`config.mk`:
```
export PLATFORM = sky130hd
export DESIGN_NAME = dbg_txn_arbiter
export DESIGN_NICKNAME = d
export VERILOG_FILES = /design/src/rtl/dbgarb_pkg.sv /design/src/rtl/dbgarb_wbuf.sv /design/src/rtl/dbgarb_rdpost.sv /design/src/rtl/dbgarb_ackgen.sv /design/src/rtl/dbg_txn_arbiter.sv
export SDC_FILE = /design/constraint.sdc
export NUM_CORES = 1
export LEC_CHECK = 0
export BUFFER_PORTS_ARGS = -buffer_cell sky130_fd_sc_hd__buf_2
export CAP_MARGIN = 0
export CORE_MARGIN = 2
export CORE_UTILIZATION = 35
export DETAILED_ROUTE_END_ITERATION = 10
export SYNTH_ARGS = -nofsm -noshare
export SYNTH_HDL_FRONTEND = slang
export SYNTH_HIERARCHICAL = 1
export SYNTH_SLANG_ARGS = --single-unit
export TNS_END_PERCENT = 1
```
`constraint.sdc`:
```
create_clock -name clk -period 11.5 [get_ports clk]
set_clock_uncertainty 0.1 [all_clocks]
set_input_delay 1.725 -clock clk [delete_from_list [all_inputs] [get_ports clk]]
set_output_delay 1.725 -clock clk [all_outputs]
set_load 0.02 [all_outputs]
```
`src/rtl/dbgarb_pkg.sv`:
```
package dbgarb_pkg;
  localparam int DATA_W     = 32;
  localparam int ADDR_W     = 2;
  localparam int READOK_BIT = 6;

  localparam logic [2:0] ACK_OK   = 3'b001;
  localparam logic [2:0] ACK_WAIT = 3'b010;

  typedef struct packed {
    logic              ap;
    logic [ADDR_W-1:0] addr;
    logic [DATA_W-1:0] data;
  } wb_entry_t;
endpackage

```
`src/rtl/dbgarb_wbuf.sv`:
```
module dbgarb_wbuf
  import dbgarb_pkg::*;
#(
  parameter int DEPTH  = 2,
  parameter int SETTLE = 2
) (
  input  logic      clk,
  input  logic      rst_n,
  input  logic      push,
  input  wb_entry_t push_entry,
  input  logic      pop,
  input  logic      flush,
  output wb_entry_t head,
  output logic      head_vis,
  output logic      full,
  output logic      empty
);
  localparam int PW = (DEPTH > 1) ? $clog2(DEPTH) : 1;
  localparam int CW = $clog2(DEPTH + 1);
  localparam int SW = $clog2(SETTLE + 2);

  logic [PW-1:0] wr_ptr_q, wr_ptr_nx, rd_ptr_q, rd_ptr_nx;
  logic [CW-1:0] cnt_q, cnt_nx;
  logic [SW-1:0] settle_q, settle_nx;
  wb_entry_t     slot_w [DEPTH];

  for (genvar g = 0; g < DEPTH; g++) begin : g_slot
    wb_entry_t slot_q;
    always_ff @(posedge clk or negedge rst_n) begin
      if (!rst_n)                              slot_q <= '0;
      else if (push && (wr_ptr_q == PW'(g)))   slot_q <= push_entry;
    end
    assign slot_w[g] = slot_q;
  end

  function automatic logic [PW-1:0] bump(input logic [PW-1:0] p);
    return (p == PW'(DEPTH - 1)) ? '0 : p + 1'b1;
  endfunction

  assign empty    = (cnt_q == '0);
  assign full     = (cnt_q == CW'(DEPTH));
  assign head     = slot_w[rd_ptr_q];
  assign head_vis = !empty && (settle_q == '0);

  always_comb begin
    wr_ptr_nx = wr_ptr_q;
    rd_ptr_nx = rd_ptr_q;
    cnt_nx    = cnt_q;
    settle_nx = settle_q;
    if (flush) begin
      wr_ptr_nx = '0;
      rd_ptr_nx = '0;
      cnt_nx    = '0;
      settle_nx = '0;
    end else begin
      if (push) wr_ptr_nx = bump(wr_ptr_q);
      if (pop)  rd_ptr_nx = bump(rd_ptr_q);
      case ({push, pop})
        2'b10:   cnt_nx = cnt_q + 1'b1;
        2'b01:   cnt_nx = cnt_q - 1'b1;
        default: cnt_nx = cnt_q;
      endcase
      if (pop || (push && empty)) settle_nx = SW'(SETTLE);
      else if (settle_q != '0)    settle_nx = settle_q - 1'b1;
    end
  end

  always_ff @(posedge clk or negedge rst_n) begin
    if (!rst_n) begin
      wr_ptr_q <= '0;
      rd_ptr_q <= '0;
      cnt_q    <= '0;
      settle_q <= '0;
    end else begin
      wr_ptr_q <= wr_ptr_nx;
      rd_ptr_q <= rd_ptr_nx;
      cnt_q    <= cnt_nx;
      settle_q <= settle_nx;
    end
  end
endmodule

```
`src/rtl/dbgarb_rdpost.sv`:
```
module dbgarb_rdpost
  import dbgarb_pkg::*;
(
  input  logic              clk,
  input  logic              rst_n,
  input  logic              launch,
  input  logic [ADDR_W-1:0] launch_addr,
  input  logic              cancel,
  input  logic              done,
  input  logic [DATA_W-1:0] done_data,
  input  logic              done_err,
  output logic              busy,
  output logic [ADDR_W-1:0] busy_addr,
  output logic [DATA_W-1:0] res_data,
  output logic              res_ok
);
  logic              busy_nx, ok_nx;
  logic [ADDR_W-1:0] addr_nx;
  logic [DATA_W-1:0] data_nx;

  always_comb begin
    busy_nx = busy;
    addr_nx = busy_addr;
    data_nx = res_data;
    ok_nx   = res_ok;
    if (cancel) begin
      busy_nx = 1'b0;
      data_nx = '0;
      ok_nx   = 1'b0;
    end else if (launch) begin
      busy_nx = 1'b1;
      addr_nx = launch_addr;
    end else if (done) begin
      busy_nx = 1'b0;
      data_nx = done_data;
      ok_nx   = !done_err;
    end
  end

  always_ff @(posedge clk or negedge rst_n) begin
    if (!rst_n) begin
      busy      <= 1'b0;
      busy_addr <= '0;
      res_data  <= '0;
      res_ok    <= 1'b0;
    end else begin
      busy      <= busy_nx;
      busy_addr <= addr_nx;
      res_data  <= data_nx;
      res_ok    <= ok_nx;
    end
  end
endmodule

```
`src/rtl/dbgarb_ackgen.sv`:
```
module dbgarb_ackgen
  import dbgarb_pkg::*;
#(
  parameter logic [DATA_W-1:0] IDCODE_VAL = 32'h3A51_0D17
) (
  input  logic              req_valid,
  input  logic              req_ap,
  input  logic              req_write,
  input  logic [ADDR_W-1:0] req_addr,
  input  logic              wb_full,
  input  logic              wb_empty,
  input  logic              rd_busy,
  input  logic [DATA_W-1:0] res_data,
  input  logic              res_ok,
  input  logic              readok,
  output logic [2:0]        ack,
  output logic [DATA_W-1:0] rdata,
  output logic              push,
  output logic              launch,
  output logic              abort,
  output logic              readok_upd,
  output logic              readok_val
);
  logic is_abort, is_id, is_stat, is_rdbuf, is_apread, exempt, stall, ok;

  always_comb begin
    is_abort  = !req_ap && req_write  && (req_addr == 2'd0);
    is_id     = !req_ap && !req_write && (req_addr == 2'd0);
    is_stat   = !req_ap && !req_write && (req_addr == 2'd1);
    is_rdbuf  = !req_ap && !req_write && (req_addr == 2'd3);
    is_apread = req_ap && !req_write;
    exempt    = is_abort || is_id || is_stat;
    stall     = !exempt && (wb_full
                || (is_apread && (rd_busy || !wb_empty))
                || (is_rdbuf && rd_busy));
    ok        = req_valid && !stall;

    ack   = stall ? ACK_WAIT : ACK_OK;
    rdata = '0;
    if (ok) begin
      if (is_id)                       rdata = IDCODE_VAL;
      else if (is_stat)                rdata[READOK_BIT] = readok;
      else if (is_apread || is_rdbuf)  rdata = res_data;
    end

    push       = ok && req_write && !is_abort;
    launch     = ok && is_apread;
    abort      = ok && is_abort;
    readok_upd = ok && (is_apread || is_rdbuf);
    readok_val = res_ok;
  end
endmodule

```
`src/rtl/dbg_txn_arbiter.sv`:
```
module dbg_txn_arbiter
  import dbgarb_pkg::*;
#(
  parameter int                WB_DEPTH   = 2,
  parameter int                SETTLE_CYC = 2,
  parameter logic [DATA_W-1:0] IDCODE_VAL = 32'h3A51_0D17
) (
  input  logic              clk,
  input  logic              rst_n,
  input  logic              req_valid,
  input  logic              req_ap,
  input  logic              req_write,
  input  logic [ADDR_W-1:0] req_addr,
  input  logic [DATA_W-1:0] req_wdata,
  output logic              rsp_valid,
  output logic [2:0]        rsp_ack,
  output logic [DATA_W-1:0] rsp_rdata,
  output logic              rsp_readok,
  output logic              sys_valid,
  output logic              sys_write,
  output logic              sys_ap,
  output logic [ADDR_W-1:0] sys_addr,
  output logic [DATA_W-1:0] sys_wdata,
  input  logic              sys_ready,
  input  logic [DATA_W-1:0] sys_rdata,
  input  logic              sys_err
);
  logic rst_meta, rst_sync;

  always_ff @(posedge clk or negedge rst_n) begin
    if (!rst_n) begin
      rst_meta <= 1'b0;
      rst_sync <= 1'b0;
    end else begin
      rst_meta <= 1'b1;
      rst_sync <= rst_meta;
    end
  end

  wb_entry_t         wb_head;
  logic              wb_vis, wb_full, wb_empty, wb_pop;
  logic              rd_busy, rd_done, res_ok;
  logic [ADDR_W-1:0] rd_addr;
  logic [DATA_W-1:0] res_data, ag_rdata;
  logic [2:0]        ag_ack;
  logic              ag_push, ag_launch, ag_abort, ag_rok_upd, ag_rok_val;

  dbgarb_ackgen #(.IDCODE_VAL(IDCODE_VAL)) u_ackgen (
    .req_valid (req_valid),
    .req_ap    (req_ap),
    .req_write (req_write),
    .req_addr  (req_addr),
    .wb_full   (wb_full),
    .wb_empty  (wb_empty),
    .rd_busy   (rd_busy),
    .res_data  (res_data),
    .res_ok    (res_ok),
    .readok    (rsp_readok),
    .ack       (ag_ack),
    .rdata     (ag_rdata),
    .push      (ag_push),
    .launch    (ag_launch),
    .abort     (ag_abort),
    .readok_upd(ag_rok_upd),
    .readok_val(ag_rok_val)
  );

  dbgarb_wbuf #(.DEPTH(WB_DEPTH), .SETTLE(SETTLE_CYC)) u_wbuf (
    .clk       (clk),
    .rst_n     (rst_sync),
    .push      (ag_push),
    .push_entry('{ap: req_ap, addr: req_addr, data: req_wdata}),
    .pop       (wb_pop),
    .flush     (ag_abort),
    .head      (wb_head),
    .head_vis  (wb_vis),
    .full      (wb_full),
    .empty     (wb_empty)
  );

  dbgarb_rdpost u_rdpost (
    .clk        (clk),
    .rst_n      (rst_sync),
    .launch     (ag_launch),
    .launch_addr(req_addr),
    .cancel     (ag_abort),
    .done       (rd_done),
    .done_data  (sys_rdata),
    .done_err   (sys_err),
    .busy       (rd_busy),
    .busy_addr  (rd_addr),
    .res_data   (res_data),
    .res_ok     (res_ok)
  );

  // A pending read owns the channel; buffered writes wait behind it.
  always_comb begin
    sys_valid = rd_busy || wb_vis;
    sys_write = !rd_busy;
    sys_ap    = rd_busy ? 1'b1 : wb_head.ap;
    sys_addr  = rd_busy ? rd_addr : wb_head.addr;
    sys_wdata = rd_busy ? '0 : wb_head.data;
    rd_done   = rd_busy && sys_ready;
    wb_pop    = !rd_busy && wb_vis && sys_ready;
  end

  logic              rsp_valid_nx, readok_nx;
  logic [2:0]        rsp_ack_nx;
  logic [DATA_W-1:0] rsp_rdata_nx;

  always_comb begin
    rsp_valid_nx = req_valid;
    rsp_ack_nx   = req_valid ? ag_ack : '0;
    rsp_rdata_nx = req_valid ? ag_rdata : '0;
    readok_nx    = ag_rok_upd ? ag_rok_val : rsp_readok;
  end

  always_ff @(posedge clk or negedge rst_sync) begin
    if (!rst_sync) begin
      rsp_valid  <= 1'b0;
      rsp_ack    <= '0;
      rsp_rdata  <= '0;
      rsp_readok <= 1'b0;
    end else begin
      rsp_valid  <= rsp_valid_nx;
      rsp_ack    <= rsp_ack_nx;
      rsp_rdata  <= rsp_rdata_nx;
      rsp_readok <= readok_nx;
    end
  end
endmodule

```
# Yosys cells after proc, flatten, opt, wreduce, memory -nomap -nowiden
# Index checks and enable logic that the tools add are counted.
dict set report totals {
  output_inout_bits 74
  n_memories 0
  wordCells 121
  regBits 151
  latchBits 0
  inputBits 73
  romBits 0
  mem_bits_rw 0
}
dict set report classes {
  n_shift 0
  div_mod_pow 0
  n_reduce_logical 51
  muxes 35
  n_addsub 5
  n_eq_ne 6
  magnitude_cmp 1
  n_bitwise 3
  mul 0
}
# operator n
set ops {}
lappend ops {{$mux 32} 8}
lappend ops {{$mux 35} 3}
lappend ops {{$mux 25} 1}
lappend ops {{$logic_and 1x1->1} 23}
lappend ops {{$mux 1} 14}
lappend ops {{$mux 2} 6}
lappend ops {{$reduce_bool 3->1} 3}
lappend ops {{$logic_not 1->1} 8}
lappend ops {{$logic_or 1x1->1} 8}
lappend ops {{$reduce_bool 2->1} 4}
lappend ops {{$eq 2x2->1 const B} 3}
lappend ops {{$logic_not 2->1} 3}
lappend ops {{$mux 6} 1}
lappend ops {{$eq 2x1->1 const B} 2}
lappend ops {{$pmux 2 s2} 1}
lappend ops {{$reduce_and 2->1} 2}
lappend ops {{$sub 2x1->2 const B} 2}
lappend ops {{$mux 3} 1}
lappend ops {{$add 1x1->1 const B} 2}
lappend ops {{$add 2x1->2 const B} 1}
lappend ops {{$ge 2x2->1 const B} 1}
lappend ops {{$ne 2x1->1 const B} 1}
lappend ops {{$not 1->1} 2}
lappend ops {{$not 1->2} 1}

# Depth between registers and ports, before layout
dict set report logic_depth {
  depth_word 15
  depth_mapped 9
  mapped_depth_nobuf 7
}

# By module
# The synthesis kept the hierarchy.
# module cells_each seq_area_each_um2 n_inst area_each_um2
set by_module_without_submodules {}
lappend by_module_without_submodules {dbgarb_wbuf 218 1901.8 1 3513.4}
lappend by_module_without_submodules {dbgarb_rdpost 158 900.9 1 1868.0}
lappend by_module_without_submodules {dbg_txn_arbiter 122 975.9 1 1519.0}
lappend by_module_without_submodules {dbgarb_ackgen 93 0.0 1 676.9}

# Worst setup path before layout
# No wires, ideal clock.
dict set report synth_path {
  path_kind {in2reg}
  from {input port req_ap}
  to {register u_rdpost.busy_addr[0]}
  path_buffers 3
  slack_ps 7962
  arrival_time_ps 3311
  stages 7
  t_required_ps 11272
  setup_ps 128
  path_cell_list {or3_1 -> clkbuf_2 -> buf_6 -> nor2_1 -> buf_4 -> nor2b_2 -> mux2_1}
}
dict set report synth_between {
  elab_chain_len 12
  word_cells_on_any_way 22
  classes_between {1 x bitwise; 21 x reduce/logical}
}
# item line_no
set synth_rtl {}
lappend synth_rtl {{start, declared} dbg_txn_arbiter.sv:11} ;# input logic req_ap,
lappend synth_rtl {{$logic_not 1->1} n/a}
lappend synth_rtl {{$logic_and 1x1->1 (on tied branches)} n/a}
lappend synth_rtl {{$logic_and 1x1->1 (on tied branches)} {dbgarb_ackgen.sv:27, dbgarb_ackgen.sv:28}}
lappend synth_rtl {{$logic_or 1x1->1 (2 in a row)} dbgarb_ackgen.sv:32} ;# exempt = is_abort || is_id || is_stat;
lappend synth_rtl {{$logic_not 1->1} dbgarb_ackgen.sv:33} ;# stall = !exempt && (wb_full
lappend synth_rtl {{$logic_and 1x1->1} dbgarb_ackgen.sv:33}
lappend synth_rtl {{$logic_not 1->1} dbgarb_ackgen.sv:36} ;# ok = req_valid && !stall;
lappend synth_rtl {{$logic_and 1x1->1} dbgarb_ackgen.sv:36}
lappend synth_rtl {{$logic_and 1x1->1 *} dbgarb_ackgen.sv:48} ;# abort = ok && is_abort;
lappend synth_rtl {{named net ag_abort} dbg_txn_arbiter.sv:46} ;# logic ag_push, ag_launch, ag_abort, ag_rok_upd, ag_rok_val;
lappend synth_rtl {{$not 1->1 (no source line) *} n/a}
lappend synth_rtl {{$reduce_and 2->1 (no source line) *} n/a}
lappend synth_rtl {{end signal, assigned} dbgarb_rdpost.sv:48} ;# busy_addr <= addr_nx;
lappend synth_rtl {{end, declared} dbgarb_rdpost.sv:13} ;# output logic [ADDR_W-1:0] busy_addr,
# Mark *: on every way through the listed nets, which the timed path passes. The rest lies on a longest branch.
# A chain may end at the register's enable or synchronous reset.

# Worst setup path after layout
dict set report layout_path {
  from {input port req_ap}
  to {register u_wbuf/g_slot[1].slot_q[13] (netlist name)}
}
dict set report layout_between {
  elab_chain_len 12
  word_cells_on_any_way 22
  classes_between {22 x reduce/logical}
}
# item line_no
set layout_rtl {}
lappend layout_rtl {{$logic_not 1->1} n/a}
lappend layout_rtl {{$logic_and 1x1->1 (on tied branches)} n/a}
lappend layout_rtl {{$logic_and 1x1->1 (on tied branches)} {dbgarb_ackgen.sv:27, dbgarb_ackgen.sv:28}}
lappend layout_rtl {{$logic_or 1x1->1 (2 in a row)} dbgarb_ackgen.sv:32}
lappend layout_rtl {{$logic_not 1->1} dbgarb_ackgen.sv:33}
lappend layout_rtl {{$logic_and 1x1->1} dbgarb_ackgen.sv:33}
lappend layout_rtl {{$logic_not 1->1} dbgarb_ackgen.sv:36}
lappend layout_rtl {{$logic_and 1x1->1} dbgarb_ackgen.sv:36}
lappend layout_rtl {{$logic_and 1x1->1} dbgarb_ackgen.sv:46} ;# push = ok && req_write && !is_abort;
lappend layout_rtl {{$logic_and 1x1->1 *} dbgarb_ackgen.sv:46}
lappend layout_rtl {{named net ag_push} dbg_txn_arbiter.sv:46}
lappend layout_rtl {{$logic_and 1x1->1 *} dbgarb_wbuf.sv:31} ;# else if (push && (wr_ptr_q == PW'(g))) slot_q <= push_entry;
lappend layout_rtl {{end signal, assigned} dbgarb_wbuf.sv:31}
lappend layout_rtl {{end, declared} dbgarb_wbuf.sv:28} ;# wb_entry_t slot_q;
# Marks and branches as above.

==> flow_summary.yaml <==
outcome:
  status: "complete, no violations"
floorplan:
  die_width_um: 151.1
  initial_core_util: 0.3582
  ioPinCount: 147
  fp.dieArea_mm2: 0.02284
  rows: 53
  fp.dieH_um: 151.1
  core_mm2: 0.02115
placement:
  dpl_cell_area_mm2: 0.008335
  place_congestion: 0.7242
  place_hpwl_um: 10310
  port_buffers: 146
synth:
  synth_seq_cells: 151
  synthFlopType: "dfrtp_1"
  synth_top_area_frac: 0.4987
  synth_edf_count: 0
  synth_area_leaders: "dfrtp_1 (50%), mux2_2 (11%), mux2_4 (6.5%)"
  seq_area_frac_synth: 0.4987
  netlist_top_cells_count: "dfrtp_1 (151), mux2_2 (77), and2_1 (37), nor2b_1 (36), nand2b_1 (34)"
  synth_nets: 665
  netlist_area_mm2: 0.007577
  synthCells: 591
  synth_most_common_cell: "dfrtp_1"
  async_flop_share: 1.000
  syn_area_per_cell_um2: 12.82
  yosys_warnings: 6
  yosysTopAreaCell: "dfrtp_1"
  synth_cell_type_count: 49
clocking:
  cts_setup_buffers: 0
  cts_resized: 0
  insertion_delay_ns: 0.42
  cts_buffer_depth: 2
  clock-sinks: 151
  clkTransAtPathRegs_ns: 0.06
  cts_hold_buf: 0
  cts_tree: "done"
  htree_levels: 4
  cts_inserted_buffers: 17
  root_buffer: "clkbuf_16"
sta:
  max_slew.worst_pin.slew_ns: 0.9350
  finalSetupTns_ns: 0
  max_freq_mhz: 227.5
  period_needed_ns: 4.396
  slew_violations: 0
  finalSetupViolations: 0
  post-route-period-util: 0.3823
  rsz0062_at_grt: "false"
  max_slew_margin: 0.3767
  hold_viol_final: 0
global_routing:
  gr-total-overflow: 0
  grt-busiest-layer: "met2"
  grt_max_degree: 72
  antenna_found_initial: 2
  grt_pass1_wl_um: 26590
  grt.met1_usage: 0.2058
  grt_util_met2: 0.2327
  grt_pass1_vias: 4876
  grtUsageMet3: 0.04940
  grt_use_total: 0.1520
routing:
  wl_per_cell_um: 16.57
  drtAntennaViolNets: 0
  post-route-drc-count: 0
  num_vias: 4776
  routed_via_density: 4.766
  drt_wl_total_um: 16600
  drt-initial-drc-count: 193
  first_pass_iters: 4
worst_hold_path:
  min_path_type: "flip-flop to asynchronous set/reset pin"
worst_setup_path:
  r2r_slack_ns: 8.23
  cp.arrival_ns: 4.60
  path_class: "primary input to flip-flop"
  startpoint_type: "primary input"
  cp.required_ns: 11.70
  cp-startpoint: "req_ap"
  cp-end-kind: "flip-flop"
  r2r_start: "u_rdpost/busy"
  worstPathMaxFanout: 35
power_and_ir_drop:
  ir_drop_v: 0.0001003
  p_per_area_mw_per_mm2: 271.9
  total_power_mw: 2.452
  p_int_mw: 1.643
  p_leak_nw: 4.086
  sequentialPowerShare: 0.367
  power_switching_uw: 809.7
  sw_frac_of_total: 0.3302
  power_frac_clock: 0.265
  combPwrFrac: 0.368
final_layout:
  layout-drive-gt1-share: 0.4539
  post-route-cell-area_mm2: 0.009021
  nets: 788
  antennaDiodeCount: 0
  syn2layout_area_growth_pct: 19.06
  fillerInstances: 2023
flow_run:
  drv_cap: 0
layout make-up:
| cell class | count | area (um2) | area share |
|---|---|---|---|
| Inverter | 9 | 33.78 | 0.003745 |
| Multi-Input combinational cell | 382 | 3390 | 0.3757 |
| Tap cell | 275 | 344.1 | 0.03814 |
| Sequential cell | 151 | 3785 | 0.4196 |
| Clock inverter | 12 | 249.0 | 0.02760 |
| Clock buffer | 20 | 436.7 | 0.04841 |
| Timing Repair Buffer | 153 | 783.3 | 0.08682 |
per-layer routing:
layer  share of wire  up-vias
li1                -     2323
met1            0.48     2319
met2            0.45      114
met3           0.062       16
met4          0.0098        4
met5          0.0016        -
worst paths after layout:
check,to,depth (start not counted)
worst max register to register,u_rdpost/res_ok,5
worst min-delay path,rsp_rdata[24],0
max in group asynchronous,u_wbuf/rd_ptr_q,1
min in group clk,rst_sync,0
worst min register to register,rsp_rdata[24],0
worst max-delay path,u_wbuf/g_slot[1].slot_q[13],5
layout by cell type, fill, tap and decap left out, types with 4 or more instances in the layout:
master / count
o2111ai_1: 14
clkbuf_16: 17
o21ai_2: 20
buf_2: 146
dfrtp_1: 148
nor2b_1: 36
buf_4: 7
a21oi_1: 19
o21ai_1: 12
nor3b_1: 20
inv_1: 8
nor2_1: 6
nand2b_1: 34
and2_1: 37
nand2_1: 4
mux2_4: 33
bufinv_16: 7
nand4bb_1: 32
mux2_2: 77
through the flow:
step | setup slack [ns] | hold WS (ns) | utilization | cells
2_1_floorplan | 6.881 | 0.2312 | - | 591
3_3_place_gp | 6.737 | 0.09499 | 0.3940 | 970
3_5_place_dp | 6.629 | 0.09890 | 0.3940 | 970
4_1_cts | 7.090 | 0.1039 | 0.4265 | 1002
5_1_grt | 6.773 | 0.1209 | 0.4265 | 1002
6_report | 7.104 | 0.09055 | 0.4265 | 1002
logic make-up after synthesis:
group	synth area share
mux	0.1828
fa+ha+maj	0.001651
compound gates	0.07563
flops	0.4987
buf+inv	0.05532
xor+xnor	0.005780
simple gates	0.1792
other cells	0.0009911
critical path, stage by stage:
cell and delay (ns):
buf_2 0.24, or3_1 0.55, nor3b_1 0.78, nand2_2 0.76, mux2_2 0.51
registers in the layout (all words and copies together) (netlist names), 2 cells and up:
register / flops
u_rdpost/res_data: 32
rsp_ack: 3
u_wbuf/settle_q: 2
u_wbuf/g_slot.slot_q: 70
rsp_rdata: 32
u_rdpost/busy_addr: 2
u_wbuf/cnt_q: 2
power by group through the flow:
| stage | Clock (mW) | Sequential [mW] | Combinational, mW |
|---|---|---|---|
| 6_report | 0.651 | 0.899 | 0.902 |
| 4_1_cts | 0.668 | 0.903 | 0.916 |
| 5_1_grt | 0.692 | 0.933 | 0.993 |
| 3_5_place_dp | 0 | 0.910 | 0.912 |
| 3_3_place_gp | 0 | 0.907 | 0.898 |
| 2_1_floorplan | 0 | 0.842 | 0.769 |
Note: power is estimated with default switching activity, not from simulation.
